File: src/rtl/hfp_pkg.sv
package hfp_pkg;
  localparam int EXP_W   = 7;
  localparam int DIG_W   = 4;
  localparam int FDIGITS = 6;
  localparam int FRAC_W  = FDIGITS * DIG_W;
  localparam int GUARD_W = DIG_W;
  localparam int EXT_W   = FRAC_W + GUARD_W;
  localparam int DIGITS  = EXT_W / DIG_W;
  localparam int WORD_W  = 1 + EXP_W + FRAC_W;
  localparam int ESW     = EXP_W + 2;

  typedef struct packed {
    logic              sign;
    logic [EXP_W-1:0]  chr;
    logic [FRAC_W-1:0] frac;
  } hfp_op_t;
endpackage

File: src/rtl/hfp_unpack.sv
module hfp_unpack
  import hfp_pkg::*;
#(
  parameter int W = WORD_W
) (
  input  logic [W-1:0] word_i,
  input  logic         flip_i,
  output hfp_op_t      op_o
);
  logic [W-1:0] mag;

  always_comb begin
    mag = word_i[W-1] ? (~word_i + 1'b1) : word_i;
    op_o.sign = word_i[W-1] ^ flip_i;
    op_o.chr  = mag[W-2 -: EXP_W];
    op_o.frac = mag[FRAC_W-1:0];
  end
endmodule

File: src/rtl/hfp_align_add.sv
module hfp_align_add
  import hfp_pkg::*;
#(
  parameter int XW = EXT_W
) (
  input  hfp_op_t          a_i,
  input  hfp_op_t          b_i,
  input  logic             round_en_i,
  output logic             sign_o,
  output logic [EXP_W-1:0] exp_o,
  output logic [XW:0]      sum_o
);
  localparam int ND = XW / DIG_W;

  logic             a_big;
  hfp_op_t          big, sml;
  logic [EXP_W-1:0] diff;
  logic [XW-1:0]    big_x, sml_x, sml_al;

  always_comb begin
    a_big = a_i.chr >= b_i.chr;
    big   = a_big ? a_i : b_i;
    sml   = a_big ? b_i : a_i;
    diff  = big.chr - sml.chr;
    big_x = {big.frac, {GUARD_W{1'b0}}};
    sml_x = {sml.frac, {GUARD_W{1'b0}}};
    if (diff >= EXP_W'(ND)) sml_al = '0;
    else                    sml_al = sml_x >> (int'(diff) * DIG_W);
    if (!round_en_i) sml_al[GUARD_W-1:0] = '0;  // no guard digit when truncating
    exp_o = big.chr;
    if (big.sign != sml.sign) begin
      if (big_x >= sml_al) begin
        sum_o  = {1'b0, big_x - sml_al};
        sign_o = big.sign;
      end else begin
        sum_o  = {1'b0, sml_al - big_x};
        sign_o = sml.sign;
      end
    end else begin
      sum_o  = {1'b0, big_x} + {1'b0, sml_al};
      sign_o = big.sign;
    end
  end
endmodule

File: src/rtl/hfp_norm_round.sv
module hfp_norm_round
  import hfp_pkg::*;
#(
  parameter int XW = EXT_W
) (
  input  logic              sign_i,
  input  logic [EXP_W-1:0]  exp_i,
  input  logic [XW:0]       sum_i,
  input  logic              round_en_i,
  output logic [WORD_W-1:0] word_o,
  output logic              ovf_o,
  output logic              unf_o
);
  localparam int ND = XW / DIG_W;
  localparam logic signed [ESW-1:0] E_MAX = ESW'((1 << EXP_W) - 1);

  logic                  zero;
  logic [XW-1:0]         m;
  logic signed [ESW-1:0] e;
  int                    lz;
  logic [FRAC_W:0]       f;
  logic [WORD_W-1:0]     mag_w;

  always_comb begin
    zero = (sum_i == '0);
    e    = $signed({{(ESW-EXP_W){1'b0}}, exp_i});
    lz   = 0;
    if (sum_i[XW]) begin
      m = XW'(sum_i >> DIG_W);
      e = e + ESW'(1);
    end else begin
      lz = ND;
      for (int i = 0; i < ND; i++)
        if (sum_i[i*DIG_W +: DIG_W] != '0) lz = ND - 1 - i;
      if (zero) lz = 0;
      m = sum_i[XW-1:0] << (lz * DIG_W);
      e = e - ESW'(lz);
    end
    f = {1'b0, m[XW-1:GUARD_W]};
    if (round_en_i && m[GUARD_W-1]) f = f + 1'b1;
    if (f[FRAC_W]) begin  // rounding carried past the top digit
      f = f >> DIG_W;
      e = e + ESW'(1);
    end
    ovf_o = !zero && (e > E_MAX);
    unf_o = !zero && e[ESW-1];
    mag_w = {1'b0, e[EXP_W-1:0], f[FRAC_W-1:0]};
    if (zero || ovf_o || unf_o) word_o = '0;
    else                        word_o = sign_i ? (~mag_w + 1'b1) : mag_w;
  end
endmodule

File: src/rtl/hfp_addsub.sv
module hfp_addsub
  import hfp_pkg::*;
(
  input  logic              clk_i,
  input  logic              rst_ni,
  input  logic              start_i,
  input  logic              sub_i,
  input  logic              round_en_i,
  input  logic [WORD_W-1:0] a_i,
  input  logic [WORD_W-1:0] b_i,
  output logic              done_o,
  output logic [WORD_W-1:0] result_o,
  output logic              ovf_o,
  output logic              unf_o
);
  hfp_op_t           op_a, op_b;
  logic              sum_sign;
  logic [EXP_W-1:0]  sum_exp;
  logic [EXT_W:0]    sum;
  logic [WORD_W-1:0] word_d;
  logic              ovf_d, unf_d;

  hfp_unpack #(.W(WORD_W)) u_unp_a (.word_i(a_i), .flip_i(1'b0),  .op_o(op_a));
  hfp_unpack #(.W(WORD_W)) u_unp_b (.word_i(b_i), .flip_i(sub_i), .op_o(op_b));

  hfp_align_add #(.XW(EXT_W)) u_add (
    .a_i(op_a), .b_i(op_b), .round_en_i(round_en_i),
    .sign_o(sum_sign), .exp_o(sum_exp), .sum_o(sum)
  );

  hfp_norm_round #(.XW(EXT_W)) u_norm (
    .sign_i(sum_sign), .exp_i(sum_exp), .sum_i(sum), .round_en_i(round_en_i),
    .word_o(word_d), .ovf_o(ovf_d), .unf_o(unf_d)
  );

  always_ff @(posedge clk_i or negedge rst_ni) begin
    if (!rst_ni) begin
      done_o   <= 1'b0;
      result_o <= '0;
      ovf_o    <= 1'b0;
      unf_o    <= 1'b0;
    end else begin
      done_o <= start_i;
      if (start_i) begin
        result_o <= word_d;
        ovf_o    <= ovf_d;
        unf_o    <= unf_d;
      end
    end
  end
endmodule

File: config.mk
export PLATFORM = sky130hd
export DESIGN_NAME = hfp_addsub
export DESIGN_NICKNAME = d
export VERILOG_FILES = /design/src/rtl/hfp_pkg.sv /design/src/rtl/hfp_unpack.sv /design/src/rtl/hfp_align_add.sv /design/src/rtl/hfp_norm_round.sv /design/src/rtl/hfp_addsub.sv
export SDC_FILE = /design/constraint.sdc
export NUM_CORES = 1
export LEC_CHECK = 0
export ABC_AREA = 1
export BUFFER_PORTS_ARGS = -buffer_cell sky130_fd_sc_hd__clkbuf_2
export CAP_MARGIN = 0
export CORE_UTILIZATION = 35
export CTS_CLUSTER_DIAMETER = 200
export DETAILED_ROUTE_END_ITERATION = 16
export PLACE_DENSITY = 0.52
export SYNTH_ARGS = -nofsm -noshare
export SYNTH_HDL_FRONTEND = slang
export SYNTH_SLANG_ARGS = --single-unit
File: constraint.sdc
create_clock -name clk_i -period 0.8 [get_ports clk_i]
set_input_delay 0.16 -clock clk_i [delete_from_list [all_inputs] [get_ports clk_i]]
set_output_delay 0.16 -clock clk_i [all_outputs]
set_load 0.005 [all_outputs]
# == Word-level counts from Yosys, hierarchy flattened ==
# Index checks and enable logic that the tools add are counted.
# word_totals
regBits,35
in_bits,69
output_inout_bits,35
wordCells,66
# op_classes
n_eq_ne,1
bitwise,4
mux,26
add_sub_neg,11
n_reduce_logical,14
shifts,2
n_lt_le_gt_ge,4
# ops
op,count
$mux W32,4
$mux W28,3
$add A31 B1 Y31 const B,2
$mux W31,2
$not A31 Y31,2
$sub A28 B28 Y28,2
$add A32 B1 Y32 const B,1
$not A31 Y32,1
$shl A28 B32 Y28,1
$mux W30,1
$add A28 B28 Y29,1
$logic_not A29 Y1,1
$mux W29,1
$ge A28 B28 Y1,1
$reduce_bool A4 Y1,7
$shr A28 B9 Y28,1
$add A24 B1 Y25 const B,1
$mux W25,1
$mux W24,1
$mux W9,2
$mux W3,5
$add A9 B2 Y9 const B,1
$gt A9 B8 Y1 const B,1
$sub A8 B9 Y9,1
12 further kinds,18

# == Logic depth before layout (Yosys ltp) ==
# Gate-level depths: netlist of run 1.
# depth
ltp_word,32
mapped_depth,99
ltp_nobuf,95

# == Modules after synthesis ==
# A second synthesis of run 1 with hierarchy kept.
# unflattened
hier_cells,2666
area_unflattened_um2,14078.5
# by_module_without_submodules
module,area_per_inst_um2,seq_area_each_um2,n_inst,cells_per_inst
hfp_align_add,6416.2,0.0,1,1246
hfp_norm_round,4088.9,0.0,1,834
hfp_unpack,1099.8,0.0,2,220
hfp_addsub,1373.8,875.8,1,146

# == Least setup slack after synthesis of run 1 ==
# No wires, ideal clock.
# synth_timing
path_kind,input-to-reg
start,input a_i[1]
end,register result_o[28]
setup_ns,0.117
n_path_buf,5
t_arrival_ns,11.013
setup_slack_ns,-10.330
stages,94
required_ns,0.683
path_cell_list,inv_1 > ha_1 > nand3_1 > nor2_2 > nand2_2 > or3_1 > nor2_1 > nor2_1 > xor2_1 > ha_1 > clkbuf_1 > a31o_2 > a21oi_1 > nand2_1 > nand2_4 > nand2_4 > buf_6 > nand2_1 > (+58 left out) > nand2_1 > nor2_2 > nand2_4 > nand2_1 > nand2_2 > inv_1 > ha_1 > inv_1 > nor3_1 > nand3_1 > nor2_2 > nand2_1 > nand2_2 > nand2_2 > nor2_2 > nand4_1 > nand3_1 > nand2_1
# synth_between
elab_chain_cells,32
elab_cells_between_ends,58
classes_between,10 x add/sub; 4 x order compare; 1 x eq/ne; 2 x shift; 25 x mux; 2 x bitwise; 14 x reduce/logical
# synth_rtl
item,line_no,rtl
start: declaration,hfp_addsub.sv:9,"input logic [WORD_W-1:0] a_i,"
$not A31 Y31,hfp_unpack.sv:13,mag = word_i[W-1] ? (~word_i + 1'b1) : word_i;
$add A31 B1 Y31,hfp_unpack.sv:13,
$mux W31 *,hfp_unpack.sv:13,
"parallel branches: the longest is 28 deep, another holds $sub A28 B28 Y28",--,
$mux W32 *,hfp_norm_round.sv:48,if (zero || ovf_o || unf_o) word_o = '0;
end signal: assignment,hfp_addsub.sv:45,result_o <= word_d;
end: declaration,hfp_addsub.sv:12,"output logic [WORD_W-1:0] result_o,"
# Every way passes the cells marked *. The select of a mux whose other input is x is not followed.
# A chain may end at the register's enable or synchronous reset.

# == Final worst setup path of run 1 ==
# layout_timing
start,input a_i[0]
end,register result_o[22]
# The elaborated chain is that of the path after synthesis.

==> flow_summary.toml, run 1 <==
[timing]
fin_crit_ps = 9960
clock.fmax_mhz = 100.4
min_period_over_period_pct = 1245
slew_headroom_pct = 47.69
hold_viol_final = 0
final.setup.tns_ps = -312280
tightest_slew_ps = 776.4
grt_setup_unrepaired = "true"
worst_slack_ps = -9160
whs_ps = 50.82
drv_slew = 0
fin_skew_ps = 0
setup_viol = 69

[cells_and_area]
layout.cells.non_filler = 4005
drive_above_1_share_pct = 44.42
final_nets = 3661
area_growth_pct = 77.74
n_fill_cell = 3549
diodes = 0

[yosys]
syn_inst = 2452
ys_async_sr_fraction_pct = 100.0
synth_edf_count = 0
yosysSeqAreaShare_pct = 6.611
syn_area_per_cell_um2 = 5.403
yosysWarnings = 0
netlist_area_um2 = 13250
synth_nets = 2612
ys_ff_latch = 35
synth_ff_type = "dfrtp_1"
synth_cell_types = 62

[clocking]
htree_levels = 2
ctsRootBufferMaster = "clkbuf_16"
cts_tree = "built"
cts.sink_count = 35
clock_path_buffers = 2
clk_latency_ps = 280
numCtsBuffers = 5
path_clk_slew_ps = 60

[run_status]
violations = "negative setup slack"
status = "finished, violations left"

[power]
peakVddDrop_v = 0.001524
seqPwrFrac_pct = 4.8
power_leakage_nw = 12.92
switchingPower_mw = 32.29
power.internal_mw = 30.26
clockPowerShare_pct = 3.2
p_sw_share_pct = 51.63
p_comb_share_pct = 92.0
power.density_nw_per_um2 = 2656

[worst_setup_path]
reg2regPathDepth = 4
critPathMaxFanout = 8
crit_type = "input port to register"
slowest_delay_ps = 420
r2r_slack_ps = -40
critPathArrivalTime_ps = 10190
cp-start-kind = "input port"
required_ps = 1030
crit_path_frequent_cell = "nand2_2"
r2r-start = "result_o[14]$_DFFE_PN0P_"
cp-end-kind = "register"
setup.worst_path.start = "a_i[0]"
timing.rr.end = "result_o[14]$_DFFE_PN0P_"
slowest_stage = "or3_4"

[global_route]
antenna_found_initial = 0
grt_pass1_vias = 19000
grt-ovfl-total = 0
grt_use_total_pct = 31.53
grt_max_degree = 57
grt_pass1_wl_um = 97410

[hold_path]
holdCritPathClass = "input port to register"
holdPathEnd = "done_o$_DFF_PN0_"
min-delay-start = "start_i"
holdPathStages = 1

[floorplanning]
core_area_um2 = 36960
io-pin-count = 104
fp.dieH_um = 196.6
rows = 70
die_w_um = 196.6
die_area_um2 = 38630
initial_core_util_pct = 35.84

[detailed_routing]
drt-vias-per-instance = 4.909
drc = 0
drt-initial-drc-count = 1513
vias = 19660
wl_per_cell_um = 15.43
routed_wirelength_um = 61810
ant_nets = 0
first_pass_iters = 5

[place]
place_ws_ps = -10110
dp_hpwl_um = 51690
dp.cells = 3853
routabilityCongestion = 0.9632
numPortBuffers = 103

[job]
cap_violations = 0
## flip-flops by register name, summed over array words and instances, names as in the netlist
signal,flops
unf_o,1
ovf_o,1
result_o,32
done_o,1
## critical path: cells and delay by family
family                   cells  cell delay [ps]
buffers and inverters       18             1460
XOR/XNOR                     1              200
adder cells (fa/ha/maj)      5             1060
AND/OR/NAND/NOR             55             5290
AO/OA/AOI/OAI               12             1990
## worst max path at each step
stage                                    end  slack, ps  cells past startpoint
finish              result_o[22]$_DFFE_PN0P_      -9160                     91
floorplan           result_o[20]$_DFFE_PN0P_      -9360                     95
detailed placement  result_o[28]$_DFFE_PN0P_     -10110                     89
CTS                 result_o[18]$_DFFE_PN0P_      -9060                     94
global placement    result_o[19]$_DFFE_PN0P_      -9830                     82
global route        result_o[20]$_DFFE_PN0P_      -9830                     92
## routing by layer
metal	vias up	share of wire, %	global-route usage (%)	wire length, um
li1	9955	-	-	-
met1	8967	48	45.82	29550
met2	657	43	50.09	26700
met3	82	6.4	2.533	3973
met4	0	2.6	7.292	1587
met5	-	0	0	0
## cells in the mapped netlist (all sizes together) (2+ instances only)
library cell    n  area share (%)
nand2         762              23
inv           374              11
nand3         281              12
nor2          240             8.0
o21ai         157             6.0
a21oi         124             4.8
ha             88             8.3
xor2           87             5.9
nand4          52             2.6
clkbuf         42             1.2
buf            36             1.9
dfrtp          35             6.6
nor3           27             1.1
xnor2          20             1.3
o21a           15            0.85
or2            15            0.73
a31oi          13            0.61
o31ai          11            0.62
clkinv         10            0.33
o21bai          7            0.40
and2            6            0.28
nand3b          6            0.34
nor4            6            0.28
a211oi          4            0.23
a22o            4            0.26
o211ai          4            0.23
a21boi          3            0.20
a221oi          3            0.20
fa              3            0.45
o221a           3            0.25
a221o           2            0.15
a22oi           2            0.11
a31o            2            0.13
and3            2           0.094
## timing repair
action / 4_1_cts / 5_1_grt
hold buffers: 1 / 0
endpoints found under the setup margin: 69 / 69
cloned: 1 / 0
pin swaps: 102 / 115
resized for setup: 167 / 210
hold endpoints to repair: 35 / 0
setup buffers: 92 / 55
## cell usage in the layout, fill, tap and decap left out, types with 11 or more instances in the layout
cell type	count
buf_4	982
nand2_1	634
inv_1	321
nand3_1	229
nor2_1	167
a21oi_1	104
o21ai_0	101
clkbuf_2	98
nand2_2	97
xor2_1	75
ha_1	69
nand4_1	50
nor2_2	38
o21ai_1	38
nand3_2	37
dfrtp_1	35
inv_2	33
nor2_4	32
nand2_4	28
buf_6	24
xnor2_1	20
a21oi_2	18
nand3_4	15
o21ai_2	15
o21a_1	15
inv_4	14
nor3_1	14
ha_4	13
xor2_2	11
## kinds of logic (layout without fill, tap and decap cells)
family / count (synthesis) / count (layout) / share of synthesized area, %
compound gates: 358 / 358 / 15.30
xor+xnor: 107 / 107 / 7.244
fa+ha+maj: 91 / 91 / 8.765
buf+inv: 462 / 1511 / 14.00
flops: 35 / 35 / 6.611
mux: 1 / 1 / 0.07556
simple gates: 1398 / 1398 / 48.01
## layout make-up
cell class                 count  area, um2  share of cell area [%]
tap                          504      630.6                   2.678
clock buffer                   6      138.9                  0.5898
timing repair inverter         1      8.758                 0.03720
sequential                    35      875.8                   3.720
clock inverter                 1      5.005                 0.02126
multi-input combinational   1955      11950                   50.75
inverter                     384       1535                   6.520
timing repair buffer        1119       8403                   35.69
## per-stage QoR
step	total power [mW]	cell area [um2]	utilization [%]
floorplan	27.85	13550	-
global placement	52.41	20900	56.55
detailed placement	52.70	20900	56.55
CTS	58.24	22410	60.62
global route	67.49	23550	63.71
finish	62.54	23550	63.71
## power groups by stage
stage | Combinational [mW] | Clock (mW) | Sequential (mW)
floorplan | 24.8 | 0 | 3.06
global placement | 49.4 | 0 | 2.99
detailed placement | 49.7 | 0 | 3.02
CTS | 53.2 | 2.03 | 2.97
global route | 62.3 | 2.09 | 3.08
finish | 57.6 | 1.99 | 3.01
No activity file was read; power rests on OpenSTA's default activity.
==> inputs of run 2 (changes only) <==
==> constraint.sdc (replaced) <==
create_clock -name clk_i -period 0.8 [get_ports clk_i]
set_input_delay 0.16 -clock clk_i [delete_from_list [all_inputs] [get_ports clk_i]]
set_output_delay 0.16 -clock clk_i [all_outputs]
set_load 0.01 [all_outputs]
==> run 2 against run 1 <==
  * The run still ends with negative setup slack left
  * Sequential cell count did not move
  * Clock power about the same
  * Register-to-register slack got worse by 30 ps
  * Utilization grew 0.051 points
  * Combinational power about the same
  * Count of clock-buffer cells in the layout unchanged
  * Critical endpoint is now result_o[14]$_DFFE_PN0P_
==> flow_summary.toml, run 2 (synthesis gave the netlist of run 1 again) <==
[worst_setup_path]
slowest_delay_ps = 420
cp-start-kind = "input port"
slowest_stage = "or3_4"
r2r_slack_ps = -70
crit_path_frequent_cell = "nand2_2"
cp-end-kind = "register"
critPathMaxFanout = 8
required_ps = 970
critPathArrivalTime_ps = 10160
crit_type = "input port to register"

[power]
p_sw_share_pct = 51.81
clockPowerShare_pct = 3.2
power_leakage_nw = 12.93
seqPwrFrac_pct = 4.8
peakVddDrop_v = 0.001533
p_comb_share_pct = 92.0
power.density_nw_per_um2 = 2672
power.internal_mw = 30.34
switchingPower_mw = 32.62
fin_total_pwr_mw = 62.96

[timing]
slew_headroom_pct = 48.38
grt_setup_unrepaired = "true"
clock.fmax_mhz = 100.1
final.setup.tns_ps = -313240
hold_viol_final = 0
worst_slack_ps = -9193
drv_slew = 0
whs_ps = 48.08
min_period_over_period_pct = 1249
tightest_slew_ps = 766.3
fin_skew_ps = 0
fin_crit_ps = 9993
setup_viol = 69

[job]
cap_violations = 0

[run_status]
status = "finished, violations left"
violations = "negative setup slack"

[floorplanning]
rows = 70
io-pin-count = 104
fp.dieH_um = 196.6
die_area_um2 = 38630
initial_core_util_pct = 35.84
die_w_um = 196.6
core_area_um2 = 36960

[place]
routabilityCongestion = 0.9632
dp_hpwl_um = 51690
place_ws_ps = -10110
numPortBuffers = 103

[detailed_routing]
first_pass_iters = 6
drt-initial-drc-count = 1517
wl_per_cell_um = 15.45
drt-vias-per-instance = 4.925
drc = 0
ant_nets = 0
routed_wirelength_um = 61870
vias = 19720

[clocking]
path_clk_slew_ps = 50
numCtsBuffers = 5
cts.sink_count = 35
ctsRootBufferMaster = "clkbuf_16"
htree_levels = 2
clock_path_buffers = 2
cts_tree = "built"
clk_latency_ps = 290

[global_route]
grt_max_degree = 57
grt_pass1_vias = 19000
grt_use_total_pct = 31.53
grt_pass1_wl_um = 97410
grt-ovfl-total = 0
antenna_found_initial = 0

[cells_and_area]
drive_above_1_share_pct = 44.42
final_util_pct = 63.76
final_nets = 3661
largest_register_ffs = 32
top_register = "result_o"
layout_commonest_cell = "buf_4"
multi_input_area_um2 = 11950
n_fill_cell = 3540
diodes = 0
layout_common_cells = "buf_4, nand2_1, inv_1, nand3_1, nor2_1"
register_area_um2 = 875.8
area_growth_pct = 77.88

[hold_path]
holdCritPathClass = "input port to register"
run 2: cell type report:
type / instances / share of cell area, %
inverters: 384 / 6.515
flip-flops and latches: 35 / 3.717
clock inverters: 1 / 0.02124
repair inverters: 1 / 0.03717
clock buffers: 6 / 0.5894
repair buffers: 1119 / 35.74
multi-input cells: 1955 / 50.71
well taps: 504 / 2.676
run 2: timing repair:
action	CTS	global route
setup buffers	91	56
hold buffers	1	0
endpoints found under the hold margin	35	0
cloned	1	0
setup endpoints to repair	69	69
pin swaps	102	115
resized for setup	167	217
run 2: final timing paths:
path	cells after the start	start	end
setup / recovery	89	a_i[0]	result_o[14]$_DFFE_PN0P_
hold / removal	1	start_i	done_o$_DFF_PN0_
setup reg to reg	4	result_o[14]$_DFFE_PN0P_	result_o[14]$_DFFE_PN0P_
hold reg to reg	2	result_o[4]$_DFFE_PN0P_	result_o[4]$_DFFE_PN0P_
max in group asynchronous	3	rst_ni	result_o[29]$_DFFE_PN0P_
min in group asynchronous	3	rst_ni	result_o[7]$_DFFE_PN0P_
run 2: power by group through the flow:
| stage | Sequential [mW] | Clock (mW) | Combinational [mW] |
|---|---|---|---|
| floorplan | 3.37 | 0 | 24.8 |
| CTS | 2.98 | 2.03 | 53.5 |
| detailed placement | 3.02 | 0 | 50.0 |
| global placement | 2.99 | 0 | 49.7 |
| finish | 3.01 | 2.00 | 57.9 |
| global route | 3.09 | 2.10 | 62.7 |
run 2: stage by stage:
step / area [um2] / cells
finish: 23570 / 4005
global route: 23570 / 4005
CTS: 22400 / 3953
detailed placement: 20900 / 3853
global placement: 20900 / 3853
floorplan: 13550 / 2452
run 2: per-layer routing:
layer	GRT usage (%)	up-vias	wire, um
li1	-	9958	-
met1	45.82	9023	29580
met2	50.09	660	26760
met3	2.533	82	3930
met4	7.292	0	1605
met5	0	-	0
run 2: worst max-delay path: cells and delay by family:
kind	cells	cell delay, ps
and+or+nand+nor	52	5110
AOI/OAI and AO/OA	11	1880
buffers and inverters	19	1590
adders and majority gates	5	1060
xor gates and xnor gates	2	340
